<file path="src/rtl/dbus_probe_pkg.sv">
package dbus_probe_pkg;

   typedef enum logic [2:0] {
      ST_IDLE,
      ST_WPAT,
      ST_WDEC,
      ST_RREQ,
      ST_RWAIT,
      ST_CMP,
      ST_FIN
   } probe_st_e;

endpackage

</file>
<file path="src/rtl/dbus_probe_patgen.sv">
module dbus_probe_patgen #(
   parameter int DATA_W  = 64,
   parameter int NUM_PAT = 12,
   parameter int IDX_W   = 4
) (
   input  logic [IDX_W-1:0]  idx,
   output logic [DATA_W-1:0] pat
);
   localparam int HALF = NUM_PAT / 2;

   logic [DATA_W-1:0] stripe [HALF];

   // stripe k: bit i takes bit k of the index i
   for (genvar gk = 0; gk < HALF; gk++) begin : g_stripe
      for (genvar gi = 0; gi < DATA_W; gi++) begin : g_bit
         assign stripe[gk][gi] = ((gi >> gk) & 1) != 0;
      end
   end

   always_comb begin
      pat = '0;
      for (int k = 0; k < HALF; k++) begin
         if (idx == IDX_W'(k))             pat = stripe[k];
         if (idx == IDX_W'(NUM_PAT - 1 - k)) pat = ~stripe[k];
      end
   end

endmodule

</file>
<file path="src/rtl/dbus_probe_seq.sv">
module dbus_probe_seq
   import dbus_probe_pkg::*;
#(
   parameter int                ADDR_W  = 16,
   parameter int                DATA_W  = 64,
   parameter int                NUM_PAT = 12,
   parameter int                IDX_W   = 4,
   parameter logic [DATA_W-1:0] DECOY   = '0
) (
   input  logic              clk,
   input  logic              rst_n,
   input  logic              start,
   input  logic [ADDR_W-1:0] base_in,
   input  logic [DATA_W-1:0] pat_in,
   input  logic              mem_gnt,
   input  logic              mem_rvalid,
   output logic              mem_req,
   output logic              mem_we,
   output logic [ADDR_W-1:0] mem_addr,
   output logic [DATA_W-1:0] mem_wdata,
   output logic [IDX_W-1:0]  idx,
   output logic [ADDR_W-1:0] base_q,
   output logic              clr,
   output logic              cap_en,
   output logic              cmp_en,
   output logic              busy,
   output logic              done
);
   localparam logic [IDX_W-1:0] LAST_IDX = IDX_W'(NUM_PAT - 1);

   probe_st_e state;

   always_ff @(posedge clk) begin
      if (!rst_n) begin
         state  <= ST_IDLE;
         idx    <= '0;
         base_q <= '0;
      end else begin
         case (state)
            ST_IDLE: if (start) begin
               base_q <= base_in;
               idx    <= '0;
               state  <= ST_WPAT;
            end
            ST_WPAT:  if (mem_gnt) state <= ST_WDEC;
            ST_WDEC:  if (mem_gnt) state <= ST_RREQ;
            ST_RREQ:  if (mem_gnt) state <= ST_RWAIT;
            ST_RWAIT: if (mem_rvalid) state <= ST_CMP;
            ST_CMP: begin
               if (idx == LAST_IDX) begin
                  state <= ST_FIN;
               end else begin
                  idx   <= idx + 1'b1;
                  state <= ST_WPAT;
               end
            end
            ST_FIN:  state <= ST_IDLE;
            default: state <= ST_IDLE;
         endcase
      end
   end

   always_comb begin
      mem_req   = 1'b0;
      mem_we    = 1'b0;
      mem_addr  = base_q;
      mem_wdata = pat_in;
      case (state)
         ST_WPAT: begin
            mem_req = 1'b1;
            mem_we  = 1'b1;
         end
         ST_WDEC: begin
            mem_req   = 1'b1;
            mem_we    = 1'b1;
            mem_addr  = base_q + ADDR_W'(1);
            mem_wdata = DECOY;
         end
         ST_RREQ: mem_req = 1'b1;
         default: ;
      endcase
   end

   assign clr    = (state == ST_IDLE) && start;
   assign cap_en = (state == ST_RWAIT) && mem_rvalid;
   assign cmp_en = (state == ST_CMP);
   assign busy   = (state != ST_IDLE) && (state != ST_FIN);
   assign done   = (state == ST_FIN);

   p_hold_req_r5: assert property (@(posedge clk) disable iff (!rst_n)
      (mem_req && !mem_gnt) |=> (mem_req && $stable(mem_we) && $stable(mem_addr)
                                 && $stable(mem_wdata)));
   p_read_wait_r6: assert property (@(posedge clk) disable iff (!rst_n)
      (mem_req && !mem_we && mem_gnt) |=> !mem_req);
   p_done_pulse_r9: assert property (@(posedge clk) disable iff (!rst_n)
      done |=> !done);
   p_done_idle_r9: assert property (@(posedge clk) disable iff (!rst_n)
      done |-> !busy);
   p_base_hold_r4: assert property (@(posedge clk) disable iff (!rst_n)
      (busy && $past(busy)) |-> $stable(base_q));

endmodule

</file>
<file path="src/rtl/dbus_probe_cmp.sv">
module dbus_probe_cmp #(
   parameter int DATA_W = 64,
   parameter int ADDR_W = 16,
   parameter bit INJ_EN = 1'b1
) (
   input  logic              clk,
   input  logic              rst_n,
   input  logic              clr,
   input  logic              cap_en,
   input  logic              cmp_en,
   input  logic [DATA_W-1:0] rdata,
   input  logic [DATA_W-1:0] inj_mask,
   input  logic [DATA_W-1:0] exp_pat,
   input  logic [ADDR_W-1:0] base,
   output logic              fail,
   output logic              log_valid,
   output logic [ADDR_W-1:0] log_addr,
   output logic [DATA_W-1:0] log_exp,
   output logic [DATA_W-1:0] log_obs
);
   logic [DATA_W-1:0] rd_eff;
   logic [DATA_W-1:0] cap_q;

   if (INJ_EN) begin : g_inj
      assign rd_eff = rdata ^ inj_mask;
   end else begin : g_noinj
      logic unused_mask;
      assign unused_mask = ^inj_mask;
      assign rd_eff      = rdata;
   end

   // the read word is captured once and reused for compare and log
   always_ff @(posedge clk) begin
      if (!rst_n) begin
         cap_q <= '0;
         fail  <= 1'b0;
      end else begin
         if (cap_en) cap_q <= rd_eff;
         if (clr)            fail <= 1'b0;
         else if (log_valid) fail <= 1'b1;
      end
   end

   assign log_valid = cmp_en && (cap_q != exp_pat);
   assign log_addr  = base;
   assign log_exp   = exp_pat;
   assign log_obs   = cap_q;

   p_fail_hold_r8: assert property (@(posedge clk) disable iff (!rst_n)
      (fail && !clr) |=> fail);
   p_log_sets_fail_r8: assert property (@(posedge clk) disable iff (!rst_n)
      log_valid |=> fail);
   p_log_after_cap_r7: assert property (@(posedge clk) disable iff (!rst_n)
      log_valid |-> $past(cap_en));

endmodule

</file>
<file path="src/rtl/dbus_probe.sv">
module dbus_probe
   import dbus_probe_pkg::*;
#(
   parameter int                DATA_W = 64,
   parameter int                ADDR_W = 16,
   parameter bit                INJ_EN = 1'b1,
   parameter logic [DATA_W-1:0] DECOY  = DATA_W'(64'h0123456789ABCDEF)
) (
   input  logic              clk,
   input  logic              rst_n,
   input  logic              start,
   input  logic [ADDR_W-1:0] base_addr,
   input  logic [DATA_W-1:0] inj_mask,
   output logic              busy,
   output logic              done,
   output logic              fail,
   output logic              mem_req,
   output logic              mem_we,
   output logic [ADDR_W-1:0] mem_addr,
   output logic [DATA_W-1:0] mem_wdata,
   input  logic              mem_gnt,
   input  logic [DATA_W-1:0] mem_rdata,
   input  logic              mem_rvalid,
   output logic              log_valid,
   output logic [ADDR_W-1:0] log_addr,
   output logic [DATA_W-1:0] log_exp,
   output logic [DATA_W-1:0] log_obs
);
   localparam int NUM_PAT = 2 * $clog2(DATA_W);
   localparam int IDX_W   = $clog2(NUM_PAT);

   if (DATA_W < 4 || (DATA_W & (DATA_W - 1)) != 0) begin : g_bad_width
      $error("dbus_probe: DATA_W must be a power of two, at least 4");
   end
   if (ADDR_W < 2) begin : g_bad_addr
      $error("dbus_probe: ADDR_W must be at least 2");
   end

   logic [IDX_W-1:0]  idx;
   logic [DATA_W-1:0] pat;
   logic [ADDR_W-1:0] base_q;
   logic              clr, cap_en, cmp_en;

   dbus_probe_patgen #(
      .DATA_W (DATA_W),
      .NUM_PAT(NUM_PAT),
      .IDX_W  (IDX_W)
   ) u_patgen (
      .idx(idx),
      .pat(pat)
   );

   dbus_probe_seq #(
      .ADDR_W (ADDR_W),
      .DATA_W (DATA_W),
      .NUM_PAT(NUM_PAT),
      .IDX_W  (IDX_W),
      .DECOY  (DECOY)
   ) u_seq (
      .clk       (clk),
      .rst_n     (rst_n),
      .start     (start),
      .base_in   (base_addr),
      .pat_in    (pat),
      .mem_gnt   (mem_gnt),
      .mem_rvalid(mem_rvalid),
      .mem_req   (mem_req),
      .mem_we    (mem_we),
      .mem_addr  (mem_addr),
      .mem_wdata (mem_wdata),
      .idx       (idx),
      .base_q    (base_q),
      .clr       (clr),
      .cap_en    (cap_en),
      .cmp_en    (cmp_en),
      .busy      (busy),
      .done      (done)
   );

   dbus_probe_cmp #(
      .DATA_W(DATA_W),
      .ADDR_W(ADDR_W),
      .INJ_EN(INJ_EN)
   ) u_cmp (
      .clk      (clk),
      .rst_n    (rst_n),
      .clr      (clr),
      .cap_en   (cap_en),
      .cmp_en   (cmp_en),
      .rdata    (mem_rdata),
      .inj_mask (inj_mask),
      .exp_pat  (pat),
      .base     (base_q),
      .fail     (fail),
      .log_valid(log_valid),
      .log_addr (log_addr),
      .log_exp  (log_exp),
      .log_obs  (log_obs)
   );

   p_idle_quiet_r1: assert property (@(posedge clk) disable iff (!rst_n)
      !busy |-> (!mem_req && !log_valid));

endmodule

</file>
<file path="config.mk">
export PLATFORM = sky130hd
export DESIGN_NAME = dbus_probe
export DESIGN_NICKNAME = d
export VERILOG_FILES = /design/src/rtl/dbus_probe_pkg.sv /design/src/rtl/dbus_probe_patgen.sv /design/src/rtl/dbus_probe_seq.sv /design/src/rtl/dbus_probe_cmp.sv /design/src/rtl/dbus_probe.sv
export SDC_FILE = /design/constraint.sdc
export NUM_CORES = 1
export LEC_CHECK = 0
export CAP_MARGIN = 40
export CORE_AREA = 4 4 144 146
export CTS_CLUSTER_SIZE = 30
export DETAILED_ROUTE_END_ITERATION = 10
export DIE_AREA = 0 0 148 150
export DONT_BUFFER_PORTS = 1
export HOLD_SLACK_MARGIN = 0.03
export PLACE_DENSITY = 0.55
export SYNTH_ARGS = -nofsm -noshare
export SYNTH_HDL_FRONTEND = slang
export SYNTH_SLANG_ARGS = --single-unit
</file>
<file path="constraint.sdc">
create_clock -name clk -period 4.8 [get_ports clk]
set_input_delay 1.2 -clock clk [delete_from_list [all_inputs] [get_ports clk]]
set_output_delay 1.2 -clock clk [all_outputs]
set_load 0.005 [all_outputs]
</file>
Word level (Yosys, flattened, before mapping) --
Index checks and enable logic that the tools add are counted.
Word-level totals: flip-flop bits (word level) 88, bits of input ports 149, output and inout bits 230, word-level logic and storage cells 74
Operators by class: add/sub/neg operators 2, equal/unequal tests 25, multiplexer cells 26, bitwise logic cells 2, reduce and logical (&&, ||, !) cells 14
Operators by type and width (count):
- $mux W64 | 13
- $ne A64 B64 Y1 | 1
- $xor A64 B64 Y64 | 1
- $mux W3 | 6
- $pmux W3 S6 | 1
- $add A16 B1 Y16 const B | 1
- $eq A4 B3 Y1 const B | 4
- $eq A4 B4 Y1 const B | 4
- $mux W16 | 1
- $ne A2 B2 Y1 const B | 6
- $eq A3 B3 Y1 const B | 3
- $eq A4 B2 Y1 const B | 2
- $mux W4 | 2
- $pmux W4 S2 | 1
- $eq A3 B2 Y1 const B | 2
- $reduce_and A5 Y1 | 1
- $add A4 B1 Y4 const B | 1
- $eq A4 B1 Y1 const B | 1
- $logic_and A1 B1 Y1 | 4
- $logic_not A4 Y1 | 1
- $reduce_or A2 Y1 | 2
- $eq A3 B1 Y1 const B | 1
- $logic_not A3 Y1 | 1
- $ne A3 B3 Y1 const B | 1
- 7 further kinds | 8

Depth between registers and ports, before layout --
depth in word-level cells 15, gate-level depth with buffers 14, mapped depth without buffers 11

Hierarchy --
Synthesis repeated with hierarchy kept, for this count alone.
Unflattened totals: cell total of the unflattened synthesis 829, area, all modules 6732.7 sq um
By module, submodules not included:
- dbus_probe_cmp | instances 1, cells an instance 447, area each 4157.7 sq um, seq. area each 1301.2 sq um
- dbus_probe_seq | instances 1, cells an instance 240, area each 1810.5 sq um, seq. area each 460.4 sq um
- dbus_probe_patgen | instances 1, cells an instance 142, area each 764.5 sq um, seq. area each 0.0 sq um

Least setup slack after synthesis --
Ideal clock, no wire load.
path kind reg-to-output, start point register u_seq.idx[0], end point output log_valid, arrival time 2705 ps, data required time 3600 ps, setup slack 895 ps, stages on the path, launching flop included 14, path through dfxtp_1 -> inv_1 -> ha_1 -> buf_2 -> buf_4 -> inv_1 -> buf_2 -> nand2_1 -> o32ai_1 -> xnor2_1 -> nand4_1 -> or4_4 -> nor4_1 -> nor2_1
Between the ends: longest elaborated chain between the ends 15, elaborated cells between the ends (all ways) 26, classes of those cells eq/ne (12); mux (12); reduce/logical (2)
RTL lines:
- from (decl) | RTL line dbus_probe_seq.sv:21 | output logic [IDX_W-1:0] idx,
- from (signal assigned) | RTL line dbus_probe_seq.sv:53 | idx <= idx + 1'b1;
- $logic_not A4 Y1 | RTL line dbus_probe_patgen.sv:23 | if (idx == IDX_W'(k)) pat = stripe[k];
- $mux W64 | RTL line dbus_probe_patgen.sv:23
- $mux W64 | RTL line dbus_probe_patgen.sv:24 | if (idx == IDX_W'(NUM_PAT - 1 - k)) pat = ~stripe[k];
- $mux W64 | RTL line dbus_probe_patgen.sv:23
- $mux W64 | RTL line dbus_probe_patgen.sv:24
- $mux W64 | RTL line dbus_probe_patgen.sv:23
- $mux W64 | RTL line dbus_probe_patgen.sv:24
- $mux W64 | RTL line dbus_probe_patgen.sv:23
- $mux W64 | RTL line dbus_probe_patgen.sv:24
- $mux W64 | RTL line dbus_probe_patgen.sv:23
- $mux W64 | RTL line dbus_probe_patgen.sv:24
- $mux W64 | RTL line dbus_probe_patgen.sv:23
- $mux W64 * | RTL line dbus_probe_patgen.sv:24
- named net log_exp[51] | RTL line dbus_probe.sv:26 | output logic [DATA_W-1:0] log_exp,
- $ne A64 B64 Y1 * | RTL line dbus_probe_cmp.sv:44 | assign log_valid = cmp_en && (cap_q != exp_pat);
- $logic_and A1 B1 Y1 * | RTL line dbus_probe_cmp.sv:44
- to (decl) | RTL line dbus_probe.sv:24 | output logic log_valid,
The timed path passes the listed nets; every way through them passes the cells marked *.

Worst setup path in the final report --
start point register u_seq.idx[1], end point output log_valid
Between the ends: longest elaborated chain between the ends 15, elaborated cells between the ends (all ways) 26, classes of those cells eq/ne (12); mux (12); reduce/logical (2)
RTL lines (RTL line):
- $logic_not A4 Y1 | dbus_probe_patgen.sv:23
- $mux W64 | dbus_probe_patgen.sv:23
- $mux W64 | dbus_probe_patgen.sv:24
- $mux W64 | dbus_probe_patgen.sv:23
- $mux W64 | dbus_probe_patgen.sv:24
- $mux W64 | dbus_probe_patgen.sv:23
- $mux W64 | dbus_probe_patgen.sv:24
- $mux W64 | dbus_probe_patgen.sv:23
- $mux W64 | dbus_probe_patgen.sv:24
- $mux W64 | dbus_probe_patgen.sv:23
- $mux W64 | dbus_probe_patgen.sv:24
- $mux W64 | dbus_probe_patgen.sv:23
- $mux W64 * | dbus_probe_patgen.sv:24
- $ne A64 B64 Y1 * | dbus_probe_cmp.sv:44
- $logic_and A1 B1 Y1 * | dbus_probe_cmp.sv:44
Mark *: on every way between the ends. The rest lies on a longest branch, timed or not.

==> impl_results.md <==
- Max clock buf depth: 2
- Actual transition at the worst max-transition pin: between 0.9 and 1 ns
- Post-synth ARST share: 0%
- Number of enable-type register cells in the synthesized netlist: 0
- Number of levels in the clock H-tree: 3
- Ratio of routed vias to standard cells: 6.06
- Gate Count Post-Synth: 934
- # port buffers: 0
- Logic depth of the worst path, buffers included: 11
- Max Cap Violations: 0
- Die span in y: about 150 µm
- Leakage power of the design: about 3.8 nW
- Fin. max-slew vios: 0
- Synthesized area divided by synthesized cell count: around 7.6 µm²
- Kind of cell adding the most delay to the critical path: simple AND/OR/NAND/NOR gates
- Summed instance area of the synthesized netlist: between 7000 and 8000 µm²
- Peak supply drop: roughly 0.16 mV
- Total of hold buffers inserted after clock tree synthesis: 0
- FF-to-FF End: u_cmp.fail
- Finished Layout Cells: ~1.2k
- Worst-skew pair later-pin latency: ~0.35 ns
- Number of cell instances on the worst register-to-register path: 12
- Primary flip-flop cell chosen by synthesis mapping: sky130_fd_sc_hd__dfxtp_1
- Clk sink count: 88
- Overall routing resource usage: roughly 28%
- CTS tree: done
- Clock slew at reported path FFs: 0.07 ns
- Antenna violations before repair: 0
- Global-route wire length before repair: ~47 mm
- F_max: 212 MHz
- Die Outline Area: about 22000 µm²
- End of the critical path: log_valid
- Register-to-Register Setup Slack: ~1.2 ns
- Worst Path Buf+Inv: 2
- Gpl congestion: just under 1
- Sequential area share after synthesis: around 25%
- Total global routing overflow: 0
- Slew HR: 39.6%
- Proportion of netlist area held by the largest area contributor: about a quarter
- Vias: 7283
- Unrepaired setup endpoints after global routing: no
- Area overhead of the layout relative to synthesis: 13.3%
- Final core utilization: between 40% and 50%
- Critical Path Sink Type: output pin
- Placed cell count: 1185
- Biggest cell delay along the critical path: 0.50 ns
- Most common library cells after synthesis: sky130_fd_sc_hd__nand2_1, sky130_fd_sc_hd__xnor2_1, sky130_fd_sc_hd__dfxtp_1
- Clock Tree Root: sky130_fd_sc_hd__clkbuf_16
- Number of fill cells: between 2k and 2.5k
- Number of global-route vias before repair: 6901
- Crit-path cells: inv_1 > ha_1 > buf_6 > or3b_4 > o22ai_1 > a22oi_1 > a221o_1 > nor4_4 > nand4_1 > nor4_2 > nor2_1
- Worst Hold Class: reg2reg
- Maximum number of pins on one net before global-route repair: 129
- DRC violations left: 0
- Req. time, crit path: about 3.6 ns
- Count leader, synth: sky130_fd_sc_hd__nand2_1
- Routed Antenna Nets: 0
- Total clock buffers created by CTS: 9
- Clock period minus final worst setup slack: between 4 and 5 ns
- Total of endpoints with negative setup slack in the final report: 0
- Final Hold Fails: 0
- CP Max Fanout: 27
- Post-synthesis sequential element count: 88
- Starting density of the core: roughly 36%
- Post-layout nets: 1087
- Worst clock skew on the final layout: around 0.011 ns
- Count of cell types in the netlist: between 70 and 80
- Timing startpoint of the critical path: u_seq.idx[1]
- Synth top area cells: sky130_fd_sc_hd__dfxtp_1, sky130_fd_sc_hd__xnor2_1, sky130_fd_sc_hd__o211a_1
- Beginning of the worst register-to-register path: u_seq.idx[1]
- Critical path class: reg2out
- Ratio of cells with drive above 1 in the final layout: 12.5%
- Drt first-iter violations: 599
- Number of top-level design ports: around 380
- Drt wl/cell: 27.8 µm
- Yosys warns: 0
- Total core area: between 15000 and 20000 µm²
- Worst path slowest cell: sky130_fd_sc_hd__or3b_4
- Routed wire length: between 30 and 40 mm
- Net Count, Synth: 1088
- Number of iterations in the first detailed-routing pass: 5
- Fraction of the cycle the final worst path needs: 98.3%
- Diode count: 0
- Startpoint class of the critical path: register
- Dpl hpwl: ~27 mm
- X dimension of the die: approximately 150 µm
- Run status: complete, no violations
- Power density over the cells: 219 nW/µm²
- Arrival time of data at the critical path endpoint: ~3.5 ns
- Cell taking the most area after synthesis: sky130_fd_sc_hd__dfxtp_1
- Number of core rows: between 50 and 60
## metrics by stage
step	instance area (µm²)	total power, mW	setup TNS, ns	hold slack, ns	setup slack [ns]
after floorplan	7060	0.953	0	0.484	0.895
after global placement	7570	1.00	-0.0570	0.504	-0.0570
after detailed placement	7570	1.00	-0.0184	0.509	-0.0184
after CTS	7960	1.77	0	0.519	0.0321
after global routing	8000	1.82	0	0.540	0.00863
final	8000	1.75	0	0.524	0.0831
## cells by family (layout without fill, tap and decap cells)
| kind of cell | after synthesis | in the layout | synth area share (%) |
|---|---|---|---|
| AO/OA/AOI/OAI | 231 | 231 | 25.1 |
| flip-flops | 88 | 88 | 24.9 |
| multiplexers | 2 | 2 | 0.301 |
| buffers and inverters | 113 | 116 | 6.66 |
| AND/OR/NAND/NOR | 366 | 366 | 26.1 |
| XOR/XNOR | 129 | 129 | 16.0 |
| adder cells (fa/ha/maj) | 5 | 5 | 0.886 |
## tightest hold or removal path, stage by stage (launching register included)
cell and delay [ns]:
sky130_fd_sc_hd__dfxtp_1 0.34, sky130_fd_sc_hd__nand2_1 0.06, sky130_fd_sc_hd__a21boi_0 0.07
## layout by cell type, fill, tap and decap left out, types with 14 or more instances in the layout
cell | Yosys | routed
sky130_fd_sc_hd__nand3_1 | 28 | 27
sky130_fd_sc_hd__nor2_1 | 49 | 46
sky130_fd_sc_hd__a21oi_1 | 35 | 34
sky130_fd_sc_hd__nand2b_1 | 22 | 22
sky130_fd_sc_hd__nand2_1 | 141 | 140
sky130_fd_sc_hd__o211a_1 | 64 | 64
sky130_fd_sc_hd__xnor2_1 | 98 | 98
sky130_fd_sc_hd__nand4_1 | 18 | 18
sky130_fd_sc_hd__o21ai_0 | 18 | 18
sky130_fd_sc_hd__buf_4 | 6 | 57
sky130_fd_sc_hd__o21ai_1 | 20 | 19
sky130_fd_sc_hd__and2_1 | 14 | 14
sky130_fd_sc_hd__a21boi_0 | 19 | 19
sky130_fd_sc_hd__inv_1 | 38 | 37
sky130_fd_sc_hd__dfxtp_1 | 88 | 85
sky130_fd_sc_hd__nor2b_1 | 14 | 14
sky130_fd_sc_hd__xor2_1 | 31 | 31
## registers in the layout (all words and copies together), names as in the netlist
name and cells:
u_cmp.fail 1, u_cmp.log_obs 64, u_seq.base_q 16, u_seq.idx 4
u_seq.state 3
## layout make-up
class	instances	area (µm²)	share of cell area (%)
Multi-Input combinational cell	733	4930	61.6
Tap cell	265	332	4.15
Inverter	39	150	1.88
Timing Repair Buffer	62	510	6.38
Sequential cell	88	1770	22.1
Clock buffer	10	229	2.86
Clock inverter	5	81.3	1.02
## worst min path at each step
stage                                start                to  slack [ns]  cells after the start
after floorplan           u_seq.base_q[15]  u_seq.base_q[15]        0.48                      2
after global placement    u_seq.base_q[15]  u_seq.base_q[15]        0.50                      2
after detailed placement  u_seq.base_q[15]  u_seq.base_q[15]        0.51                      2
after CTS                 u_seq.base_q[15]  u_seq.base_q[15]        0.52                      2
after global routing      u_seq.base_q[15]  u_seq.base_q[15]        0.54                      2
final                     u_seq.base_q[15]  u_seq.base_q[15]        0.52                      2
## repair_timing
action | 4_1_cts | 5_1_grt
pin swaps | 3 | 3
setup endpoints to repair | 1 | 1
gates resized for setup | 15 | 11
setup buffers | 1 | 1
## where the power goes
group          switching (mW)  leakage [nW]  internal [mW]  total (mW)
Combinational           0.113          2.92         0.0879       0.201
Sequential             0.0358         0.713          0.749       0.784
Clock                   0.309         0.149          0.455       0.764
Total                   0.458          3.78           1.29        1.75
## layer usage
| metal | GRT usage (%) | part of all wire, % |
|---|---|---|
| met2 | 47.7 | 49 |
| met4 | 12.1 | 4.1 |
| met3 | 8.93 | 9.3 |
| met5 | 0 | 0 |
| met1 | 33.1 | 38 |
Note: power is estimated with default switching activity, not from simulation.
